<file path="src/rtl/usbrx_pkg.sv">
package usbrx_pkg;

    typedef enum logic [1:0] {
        CLS_NONE  = 2'd0,
        CLS_TOKEN = 2'd1,
        CLS_DATA  = 2'd2,
        CLS_HSK   = 2'd3
    } pkt_class_t;

    localparam logic [3:0] PID_OUT   = 4'b0001;
    localparam logic [3:0] PID_IN    = 4'b1001;
    localparam logic [3:0] PID_SETUP = 4'b1101;
    localparam logic [3:0] PID_DATA0 = 4'b0011;
    localparam logic [3:0] PID_DATA1 = 4'b1011;
    localparam logic [3:0] PID_ACK   = 4'b0010;
    localparam logic [3:0] PID_NAK   = 4'b1010;
    localparam logic [3:0] PID_STALL = 4'b1110;

    localparam logic [4:0]  CRC5_GOOD  = 5'b01100;
    localparam logic [15:0] CRC16_GOOD = 16'h800D;

    function automatic pkt_class_t classify(input logic [3:0] p);
        pkt_class_t c;
        case (p)
            PID_OUT, PID_IN, PID_SETUP: c = CLS_TOKEN;
            PID_DATA0, PID_DATA1:       c = CLS_DATA;
            PID_ACK, PID_NAK, PID_STALL: c = CLS_HSK;
            default:                    c = CLS_NONE;
        endcase
        return c;
    endfunction

endpackage

</file>
<file path="src/rtl/usbrx_crc.sv">
module usbrx_crc #(
    parameter int            W    = 5,
    parameter logic [W-1:0]  POLY = 5'h05,
    parameter logic [W-1:0]  INIT = 5'h1F
) (
    input  logic         clk,
    input  logic         rst_n,
    input  logic         seed,
    input  logic         en,
    input  logic [7:0]   din,
    output logic [W-1:0] crc
);

    logic [W-1:0] crc_q;
    logic [W-1:0] crc_nxt;

    // Eight serial LSB-first steps unrolled into one clock.
    always_comb begin
        logic fb;
        crc_nxt = crc_q;
        for (int i = 0; i < 8; i++) begin
            fb      = din[i] ^ crc_nxt[W-1];
            crc_nxt = {crc_nxt[W-2:0], 1'b0} ^ (fb ? POLY : '0);
        end
    end

    always_ff @(posedge clk or negedge rst_n) begin
        if (!rst_n)    crc_q <= INIT;
        else if (seed) crc_q <= INIT;
        else if (en)   crc_q <= crc_nxt;
    end

    assign crc = crc_q;

endmodule

</file>
<file path="src/rtl/usbrx_holdback.sv">
module usbrx_holdback #(
    parameter int DEPTH = 2,
    parameter int DW    = 8
) (
    input  logic          clk,
    input  logic          rst_n,
    input  logic          clear,
    input  logic          push,
    input  logic [DW-1:0] din,
    output logic          out_valid,
    output logic [DW-1:0] out_data
);

    logic [DW-1:0]    stg [DEPTH];
    logic [DEPTH-1:0] vld;

    always_ff @(posedge clk or negedge rst_n) begin
        if (!rst_n) begin
            stg[0] <= '0;
            vld[0] <= 1'b0;
        end else if (clear) begin
            vld[0] <= 1'b0;
        end else if (push) begin
            stg[0] <= din;
            vld[0] <= 1'b1;
        end
    end

    for (genvar g = 1; g < DEPTH; g++) begin : g_stage
        always_ff @(posedge clk or negedge rst_n) begin
            if (!rst_n) begin
                stg[g] <= '0;
                vld[g] <= 1'b0;
            end else if (clear) begin
                vld[g] <= 1'b0;
            end else if (push) begin
                stg[g] <= stg[g-1];
                vld[g] <= vld[g-1];
            end
        end
    end

    always_ff @(posedge clk or negedge rst_n) begin
        if (!rst_n) begin
            out_valid <= 1'b0;
            out_data  <= '0;
        end else begin
            out_valid <= push && !clear && vld[DEPTH-1];
            if (push && vld[DEPTH-1]) out_data <= stg[DEPTH-1];
        end
    end

    // a byte only leaves on the edge that accepts a newer one
    assert_release_on_push_R6: assert property (@(posedge clk) disable iff (!rst_n)
        out_valid |-> $past(push));

endmodule

</file>
<file path="src/rtl/usbrx_disasm.sv">
module usbrx_disasm
    import usbrx_pkg::*;
#(
    parameter int MAX_PAYLOAD = 1024
) (
    input  logic       clk,
    input  logic       rst_n,
    input  logic       rx_active,
    input  logic       rx_valid,
    input  logic       rx_error,
    input  logic [7:0] rx_data,
    output logic       pkt_good,
    output logic       pkt_bad,
    output logic [1:0] pkt_class,
    output logic [3:0] pkt_pid,
    output logic [6:0] tok_addr,
    output logic [3:0] tok_ep,
    output logic       pay_valid,
    output logic [7:0] pay_data
);

    localparam int CNT_TOP = MAX_PAYLOAD + 3;
    localparam int CNT_W   = $clog2(CNT_TOP + 1);

    typedef enum logic [2:0] {
        ST_IDLE,
        ST_WAIT_PID,
        ST_TOKEN,
        ST_DATA,
        ST_HSK,
        ST_DROP
    } state_t;

    state_t     state_q, state_d;
    logic       bad_q;
    logic [CNT_W-1:0] cnt_q;
    logic [6:0] addr_q;
    logic [3:0] ep_q;
    pkt_class_t cls_q;
    logic [3:0] pid_q;

    logic       byte_ok, start, pid_ev, end_ev, pid_chk_ok;
    pkt_class_t rx_cls;
    logic       in_body, len_crc_ok, good_now;
    logic [4:0]  crc5;
    logic [15:0] crc16;

    assign byte_ok    = rx_active && rx_valid && !rx_error;
    assign start      = (state_q == ST_IDLE) && rx_active;
    assign pid_ev     = byte_ok && (start || state_q == ST_WAIT_PID);
    assign end_ev     = (state_q != ST_IDLE) && !rx_active;
    assign pid_chk_ok = (rx_data[7:4] == ~rx_data[3:0]);
    assign rx_cls     = pid_chk_ok ? classify(rx_data[3:0]) : CLS_NONE;
    assign in_body    = (state_q == ST_TOKEN) || (state_q == ST_DATA) ||
                        (state_q == ST_HSK)   || (state_q == ST_DROP);

    // ---------------- next state ----------------
    always_comb begin
        state_d = state_q;
        unique case (state_q)
            ST_IDLE, ST_WAIT_PID: begin
                if (!rx_active) begin
                    state_d = ST_IDLE;
                end else if (byte_ok) begin
                    unique case (rx_cls)
                        CLS_TOKEN: state_d = ST_TOKEN;
                        CLS_DATA:  state_d = ST_DATA;
                        CLS_HSK:   state_d = ST_HSK;
                        CLS_NONE:  state_d = ST_DROP;
                    endcase
                end else begin
                    state_d = ST_WAIT_PID;
                end
            end
            ST_TOKEN, ST_DATA, ST_HSK, ST_DROP: begin
                if (!rx_active) state_d = ST_IDLE;
            end
            default: state_d = ST_IDLE;
        endcase
    end

    always_ff @(posedge clk or negedge rst_n) begin
        if (!rst_n) state_q <= ST_IDLE;
        else        state_q <= state_d;
    end

    // ---------------- packet bookkeeping ----------------
    always_ff @(posedge clk or negedge rst_n) begin
        if (!rst_n) begin
            bad_q  <= 1'b0;
            cnt_q  <= '0;
            addr_q <= '0;
            ep_q   <= '0;
            cls_q  <= CLS_NONE;
            pid_q  <= '0;
        end else begin
            if (start) begin
                bad_q  <= rx_error;
                cnt_q  <= '0;
                addr_q <= '0;
                ep_q   <= '0;
                cls_q  <= CLS_NONE;
                pid_q  <= '0;
            end else if (state_q != ST_IDLE && rx_active && rx_error) begin
                bad_q <= 1'b1;
            end
            if (pid_ev) begin
                cls_q <= rx_cls;
                pid_q <= rx_data[3:0];
            end
            if (byte_ok && in_body && cnt_q != CNT_W'(CNT_TOP)) begin
                cnt_q <= cnt_q + 1'b1;
            end
            if (byte_ok && state_q == ST_TOKEN) begin
                if (cnt_q == CNT_W'(0)) begin
                    addr_q  <= rx_data[6:0];
                    ep_q[0] <= rx_data[7];
                end else if (cnt_q == CNT_W'(1)) begin
                    ep_q[3:1] <= rx_data[2:0];
                end
            end
        end
    end

    // ---------------- CRC engines ----------------
    usbrx_crc #(.W(5), .POLY(5'h05), .INIT(5'h1F)) u_crc5 (
        .clk  (clk),
        .rst_n(rst_n),
        .seed (pid_ev),
        .en   (byte_ok && state_q == ST_TOKEN),
        .din  (rx_data),
        .crc  (crc5)
    );

    usbrx_crc #(.W(16), .POLY(16'h8005), .INIT(16'hFFFF)) u_crc16 (
        .clk  (clk),
        .rst_n(rst_n),
        .seed (pid_ev),
        .en   (byte_ok && state_q == ST_DATA),
        .din  (rx_data),
        .crc  (crc16)
    );

    // ---------------- payload holdback ----------------
    usbrx_holdback #(.DEPTH(2), .DW(8)) u_hold (
        .clk      (clk),
        .rst_n    (rst_n),
        .clear    (start || end_ev),
        .push     (byte_ok && state_q == ST_DATA),
        .din      (rx_data),
        .out_valid(pay_valid),
        .out_data (pay_data)
    );

    // ---------------- verdict ----------------
    always_comb begin
        len_crc_ok = 1'b0;
        unique case (state_q)
            ST_TOKEN: len_crc_ok = (cnt_q == CNT_W'(2)) && (crc5 == CRC5_GOOD);
            ST_DATA:  len_crc_ok = (cnt_q >= CNT_W'(2)) &&
                                   (cnt_q <= CNT_W'(MAX_PAYLOAD + 2)) &&
                                   (crc16 == CRC16_GOOD);
            ST_HSK:   len_crc_ok = (cnt_q == CNT_W'(0));
            default:  len_crc_ok = 1'b0;
        endcase
    end

    assign good_now = len_crc_ok && !bad_q;

    always_ff @(posedge clk or negedge rst_n) begin
        if (!rst_n) begin
            pkt_good  <= 1'b0;
            pkt_bad   <= 1'b0;
            pkt_class <= CLS_NONE;
            pkt_pid   <= '0;
            tok_addr  <= '0;
            tok_ep    <= '0;
        end else begin
            pkt_good <= end_ev && good_now;
            pkt_bad  <= end_ev && !good_now;
            if (end_ev) begin
                pkt_class <= cls_q;
                pkt_pid   <= pid_q;
                tok_addr  <= addr_q;
                tok_ep    <= ep_q;
            end
        end
    end

    // ---------------- assertions ----------------
    assert_verdict_exclusive_R10: assert property (@(posedge clk) disable iff (!rst_n)
        !(pkt_good && pkt_bad));

    assert_verdict_after_fall_R10: assert property (@(posedge clk) disable iff (!rst_n)
        (pkt_good || pkt_bad) |-> !$past(rx_active));

    assert_fields_hold_R10: assert property (@(posedge clk) disable iff (!rst_n)
        !(pkt_good || pkt_bad) |-> $stable(pkt_class) && $stable(tok_addr) && $stable(tok_ep));

    assert_token_len_R3: assert property (@(posedge clk) disable iff (!rst_n)
        (pkt_good && pkt_class == CLS_TOKEN) |-> $past(cnt_q) == CNT_W'(2));

    assert_hsk_empty_R7: assert property (@(posedge clk) disable iff (!rst_n)
        (pkt_good && pkt_class == CLS_HSK) |-> $past(cnt_q) == CNT_W'(0));

    assert_payload_in_data_R6: assert property (@(posedge clk) disable iff (!rst_n)
        pay_valid |-> $past(state_q) == ST_DATA);

endmodule

</file>
<file path="config.mk">
export PLATFORM = sky130hd
export DESIGN_NAME = usbrx_disasm
export DESIGN_NICKNAME = d
export VERILOG_FILES = /design/src/rtl/usbrx_pkg.sv /design/src/rtl/usbrx_crc.sv /design/src/rtl/usbrx_holdback.sv /design/src/rtl/usbrx_disasm.sv
export SDC_FILE = /design/constraint.sdc
export NUM_CORES = 1
export LEC_CHECK = 0
export ABC_AREA = 1
export BUFFER_PORTS_ARGS = -buffer_cell sky130_fd_sc_hd__buf_2
export CAP_MARGIN = 20
export CELL_PAD_IN_SITES_DETAIL_PLACEMENT = 0
export CELL_PAD_IN_SITES_GLOBAL_PLACEMENT = 1
export CORE_ASPECT_RATIO = 1.4
export CORE_MARGIN = 1
export CORE_UTILIZATION = 45
export CTS_CLUSTER_DIAMETER = 50
export CTS_CLUSTER_SIZE = 10
export DETAILED_ROUTE_END_ITERATION = 8
export PLACE_DENSITY_LB_ADDON = 0.1
export REMOVE_ABC_BUFFERS = 1
export SLEW_MARGIN = 20
export SYNTH_ARGS = -nofsm -noshare
export SYNTH_HDL_FRONTEND = slang
export SYNTH_SLANG_ARGS = --single-unit
</file>
<file path="constraint.sdc">
create_clock -name clk -period 2.99 [get_ports clk]
set_clock_uncertainty 0.05 [all_clocks]
set_input_delay 0.7475 -clock clk [delete_from_list [all_inputs] [get_ports clk]]
set_output_delay 0.7475 -clock clk [all_outputs]
set_load 0.02 [all_outputs]
</file>
**Yosys cells after proc, flatten, opt, wreduce, memory -nomap -nowiden**

Memory sizes are Yosys's and may differ from the RTL's.
Index checks and enable logic that the tools add are counted.

- Output and inout bits: 28
- Bits of input ports: 13
- Bits in registers: 99
- Bits in read-only memories: 32
- Memories kept: 1
- Logic and storage cells: 164

Memory list:

| memory | words | width | read ports | clocked after memory_dff | wr ports | RTL line | text |
|---|---|---|---|---|---|---|---|
| (name not given) | 16 | 2 | 1 | 0 | 0 | usbrx_pkg.sv:24 | `case (p)` |

- Bitwise gates (word level): 34
- Equal/unequal tests: 15
- Reduce and logical (&&, ||, !) cells: 43
- Magnitude comparators: 2
- Muxes and demuxes: 47
- Add/sub/neg operators: 1

Operators with widths:

| kind | count |
|---|---|
| two-way mux 16 bit | 10 |
| XOR 16 bit | 8 |
| XOR 5 bit | 8 |
| two-way mux 3 bit | 13 |
| two-way mux 11 bit | 2 |
| two-way mux 7 bit | 3 |
| logical AND 1 bit | 20 |
| equality test 16 bit, second input constant | 1 |
| two-way mux 4 bit | 4 |
| XOR 1 bit | 16 |
| one-hot mux 3 bit (4 select lines) | 1 |
| nonzero test 2 bit | 6 |
| adder 11 x 1 -> 11 bit, second input constant | 1 |
| equality test 11 x 1 -> 1 bit, second input constant | 1 |
| equality test 11 x 2 -> 1 bit, second input constant | 1 |
| >= comparator 11 x 2 -> 1 bit, second input constant | 1 |
| <= comparator 11 bit, second input constant | 1 |
| logical NOT 11 bit | 1 |
| inequality test 11 bit, second input constant | 1 |
| two-way mux 5 bit | 2 |
| two-way mux 1 bit | 7 |
| equality test 3 x 2 -> 1 bit, second input constant | 2 |
| equality test 3 bit, second input constant | 2 |
| two-way mux 2 bit | 3 |
| other kinds (18) | 27 |

**Logic depth before layout (Yosys ltp)**

- Depth after elaboration: 26
- Depth in mapped cells: 17
- Gate-level depth less buffers: 17

**Hierarchy**

A second synthesis with hierarchy kept.

- Cells, all modules: 709
- Area, all modules: 5688.0 um^2

By module, submodules not included:

| module | cells an instance | area an instance (um^2) | instances | seq. area each (um^2) |
|---|---|---|---|---|
| usbrx_disasm | 357 | 2845.2 | 1 | 1276.2 |
| usbrx_holdback | 115 | 1147.4 | 1 | 675.6 |
| usbrx_crc (u_crc16) | 135 | 1109.8 | 1 | 420.4 |
| usbrx_crc (u_crc5) | 102 | 585.6 | 1 | 131.4 |

**Worst setup path after synthesis**

OpenSTA, ideal clock, no wires.

- Path type: in2reg
- From: input rx_data[2]
- To: register u_crc16.crc_q[15] (netlist: u_crc16.crc[15])
- Data arrival time: 2045 ps
- Setup time: 77 ps
- Slack: 818 ps
- Stages: 15
- Path buffers: 1
- Required time: 2863 ps
- Cell sequence: buf_4 -> xnor2_2 -> nand3_2 -> nand2_2 -> nand2_2 -> nand2_2 -> nand2_1 -> nand3_1 -> nand3b_2 -> nand2_2 -> nand2_2 -> nand2_2 -> nand2_1 -> nand3_1 -> nand2_1

- Word-level cells in the longest chain between the ends: 20

RTL lines:

| what | RTL line | text |
|---|---|---|
| start: declaration | usbrx_disasm.sv:11 | `input logic [7:0] rx_data,` |
| XOR 1 bit | usbrx_crc.sv:22 | `fb = din[i] ^ crc_nxt[W-1];` |
| two-way mux 16 bit | usbrx_crc.sv:23 | `crc_nxt = {crc_nxt[W-2:0], 1'b0} ^ (fb ? POLY : '0);` |
| XOR 16 bit | usbrx_crc.sv:23 |  |
| XOR 1 bit | usbrx_crc.sv:22 |  |
| two-way mux 16 bit | usbrx_crc.sv:23 |  |
| XOR 16 bit | usbrx_crc.sv:23 |  |
| XOR 1 bit | usbrx_crc.sv:22 |  |
| two-way mux 16 bit | usbrx_crc.sv:23 |  |
| [... 4 more ...] | n/a |  |
| XOR 1 bit | usbrx_crc.sv:22 |  |
| two-way mux 16 bit | usbrx_crc.sv:23 |  |
| XOR 16 bit | usbrx_crc.sv:23 |  |
| XOR 1 bit | usbrx_crc.sv:22 |  |
| two-way mux 16 bit | usbrx_crc.sv:23 |  |
| XOR 16 bit | usbrx_crc.sv:23 |  |
| two-way mux 16 bit | usbrx_crc.sv:30 | `else if (en) crc_q <= crc_nxt;` |
| two-way mux 16 bit | usbrx_crc.sv:29 | `else if (seed) crc_q <= INIT;` |
| end signal: assignment | usbrx_crc.sv:30 |  |
| end: declaration | usbrx_crc.sv:14 | `logic [W-1:0] crc_q;` |

Every way passes these cells. The select of a mux whose other input is x is not followed.
A chain may end at the register's enable or synchronous reset.

**Final worst setup path**

- From: register state_q[2]
- To: register u_hold.stg[9] in the netlist's numbering

- Word-level cells in the longest chain between the ends: 5
- Elaborated cells on any way between the ends: 9
- Classes of those cells: 1 x eq/ne; 1 x bitwise; 7 x reduce/logical

RTL lines:

| what | RTL line | text |
|---|---|---|
| start: declaration | usbrx_disasm.sv:34 | `state_t state_q, state_d;` |
| start signal: assignment | usbrx_disasm.sv:84 | `else state_q <= state_d;` |
| logical NOT 3 bit or nonzero test 3 bit (tied branches) | usbrx_disasm.sv:49, usbrx_disasm.sv:51 |  |
| logical AND 1 bit (on tied branches) | usbrx_disasm.sv:49, usbrx_disasm.sv:51 |  |
| logical OR 1 bit | usbrx_disasm.sv:148 | `.clear (start \|\| end_ev),` |
| NOT 1 bit (no line) | n/a |  |
| AND reduction 2 bit (no line) (*) | n/a |  |
| end: declaration | usbrx_holdback.sv:14 | `logic [DW-1:0] stg [DEPTH];` |

Every way passes the cells marked *; elsewhere a longest branch is shown, timed or not.

==> summary.md <==
| Metric | Value |
|---|---|
| Data arrival time of the worst path | 2.55 ns |
| Clock slew at reported path FFs | 0.07 ns |
| Sequential area share after synthesis | 51.76% |
| Distinct cell type count after synthesis | 37 |
| Minimum clock period | 2.394 ns |
| Crit-path max cell delay | 0.43 ns |
| Syn. warnings | 0 |
| Port Buffers | 40 |
| DRT iter0 DRCs | 163 |
| Vias/cell | 5.083 |
| Final Max Tran Viols | 0 |
| Nets | 623 |
| Diode count | 0 |
| Htree depth | 3 |
| Global placer's final weighted congestion | 0.8491 |
| Crit Path Class | flop to flop |
| DRC errors left | 0 |
| Final Hold Vio Count | 0 |
| Max IR drop VDD | 0.2860 mV |
| RSZ-0062 raised after global routing | false |
| Pin count of the biggest net entering global routing | 100 |
| Worst skew pair latency | 0.35 ns |
| Cell breakdown of the critical path | nor2_1 > inv_1 > nor2_1 > inv_1 > ha_1 > nor2_4 > inv_1 > nand2_1 > o21ai_0 |
| Overall routing resource usage | 21.84% |
| IO Pins | 41 |
| Avg WL per Cell | 14.21 µm |
| Global route overflow | 0 |
| Area grow syn2layout | 13.99% |
| Fin Setup TNS | 0 ns |
| Count leader, synth | nand2_1 |
| Post-CTS resize count | 0 |
| Register Area | 2504 µm² |
| CTS Buffer Depth | 2 |
| DP Area | 5202 µm² |
| P per Cell Area | 523.9 nW/µm² |
| Setup violators final | 0 |
| Crit path max-delay cell type | dfrtp_1 |
| Post-Route WL | 10590 µm |
| MaxCap Viol Count | 0 |
| Startpoint Class | flop |
| Initial antenna violation count | 0 |
| Post-CTS setup buffer count | 0 |
| Initial Utilization | 46.49% |
| Die width | 89.63 µm |
| Synth Register Bits | 99 |
| Top cells by instance count after synthesis | nand2_1, dfrtp_1, inv_1 |
| Mean Syn Cell Area | 8.653 µm² |
| First-pass GRT wire length | 18650 µm |
| CP max FO | 24 |
| Vias | 3787 |
| Post-Synthesis Cell Area | 4837 µm² |
| Fin crit share | 80.08% |
| Share of layout cells above drive strength 1 | 18.45% |
| Core ar. | 10410 µm² |
| Headroom to the max-slew limit | 36.84% |
| Number of flops mapped to enable cells by yosys | 0 |
| Vias in the first global route | 3898 |
| Static Leak | 0.002920 µW |
| Top FF cell, synth | dfrtp_1 |
| Fraction of registers with async set/reset | 100.0% |
| Clk root buf | clkbuf_16 |
| Fill cells | 999 |
| DP HPWL | 7625 µm |
| Flop2flop setup slack | 0.60 ns |
| DR pass1 iterations | 4 |
| Worst Hold Class | input pin to async pin |
| Hold-fix buffers, CTS | 0 |
| Actual slew at the worst max-slew pin | 0.9439 ns |
| Most common cell on crit path | inv_1 |
| CTS Buf Count | 9 |
| Rows | 44 |
| Worst Setup End Kind | flop |
| Post-synthesis cell count | 559 |
| Area leader, netlist | dfrtp_1 |
| Clock sink total | 99 |
| Worst path required time | 3.15 ns |
| Fmax | 0.4176 GHz |
| DIE HEIGHT | 124.7 µm |
| Post-route antenna net violation count | 0 |
| CTS tree | yes |
| Area used by multi-input combinational logic | 2003 µm² |
| DIE AREA | 11170 µm² |
| Top-area cell type share of the netlist area | 40.35% |
| Status | finished, final reports clean |
| Post-route cell area | 5514 µm² |
| Synth area leaders | dfrtp_1, dfstp_2, nand2_1, inv_1, o21ai_0 |
[power by group]
group          total, µW  switching [µW]  internal [µW]
registers           1390            17.1           1370
clock network       1220             535            682
logic                285             197           88.0
[critical path, delay by kind of cell (launching register included)]
family | cells | cell delay (ns)
buffers and inverters | 3 | 0.50
AO/OA/AOI/OAI | 1 | 0.09
flip-flops | 1 | 0.43
adder cells (fa/ha/maj) | 1 | 0.40
AND/OR/NAND/NOR | 4 | 0.78
[cell type report]
cell class	instances	share of cell area, %
sequential	99	45.41
multi-input combinational	374	36.33
inverter	74	5.037
timing repair buffer	44	4.447
clock buffer	10	4.334
tap	138	3.131
clock inverter	6	1.316
[through the flow]
stage	power [µW]	util [%]	hold slack [ns]	cells	setup slack [ns]
final	2889	52.99	0.3761	745	0.5956
after global routing	3011	52.99	0.4296	745	0.3527
after detailed placement	1700	50.00	0.4033	729	0.3542
after global placement	1695	50.00	0.3982	729	0.4005
after CTS	2919	52.99	0.4210	745	0.5503
after floorplan	1586	-	0.3880	547	0.5099
[cell families after synthesis]
family	synth area share, %
compound gates	9.984
xor+xnor	4.837
fa+ha+maj	2.069
buf+inv	6.829
flops	51.76
mux	1.862
simple gates	22.66
[cell usage in the layout, fill, tap and decap left out, types with 6 or more instances in the layout]
cell and instances:
a22oi_1 9, nor3_1 7, nand2_2 12, ha_1 8, nand4_1 6, dfrtp_1 78
dfstp_2 21, nand3_1 39, xor2_1 15, xnor2_1 8, inv_1 69, mux2_2 8
nor2_1 35, buf_2 39, o21ai_0 40, a21oi_1 17, nand2_1 139, clkbuf_16 9
[registers in the layout (all words and copies together) (netlist names), 3 cells and up]
signal and cells:
u_crc16.crc 16, u_hold.stg 16, cnt_q 11, u_hold.out_data 8, addr_q 7, tok_addr 7
u_crc5.crc 5, ep_q 4, pid_q 4, pkt_pid 4, tok_ep 4, state_q 3
[per-layer routing]
metal | up-vias | global-route usage (%) | part of all wire (%)
met5 | - | 0 | 0
met4 | 0 | 7.563 | 1.8
met3 | 13 | 3.446 | 2.2
met2 | 45 | 36.68 | 50
met1 | 1834 | 27.97 | 46
li1 | 1895 | - | -
[worst paths after layout]
check / startpoint / endpoint / depth (start not counted)
worst max-delay path: state_q[2] / u_hold.stg[9] / 9
worst min-delay path: rst_n / pkt_pid[2] / 2
worst max register to register: state_q[2] / u_hold.stg[9] / 9
worst min register to register: tok_addr[2] / tok_addr[2] / 2
max in group asynchronous: rst_n / u_crc5.crc[1] / 2
min in group clk: tok_addr[2] / tok_addr[2] / 2
No activity file was read; power rests on OpenSTA's default activity.
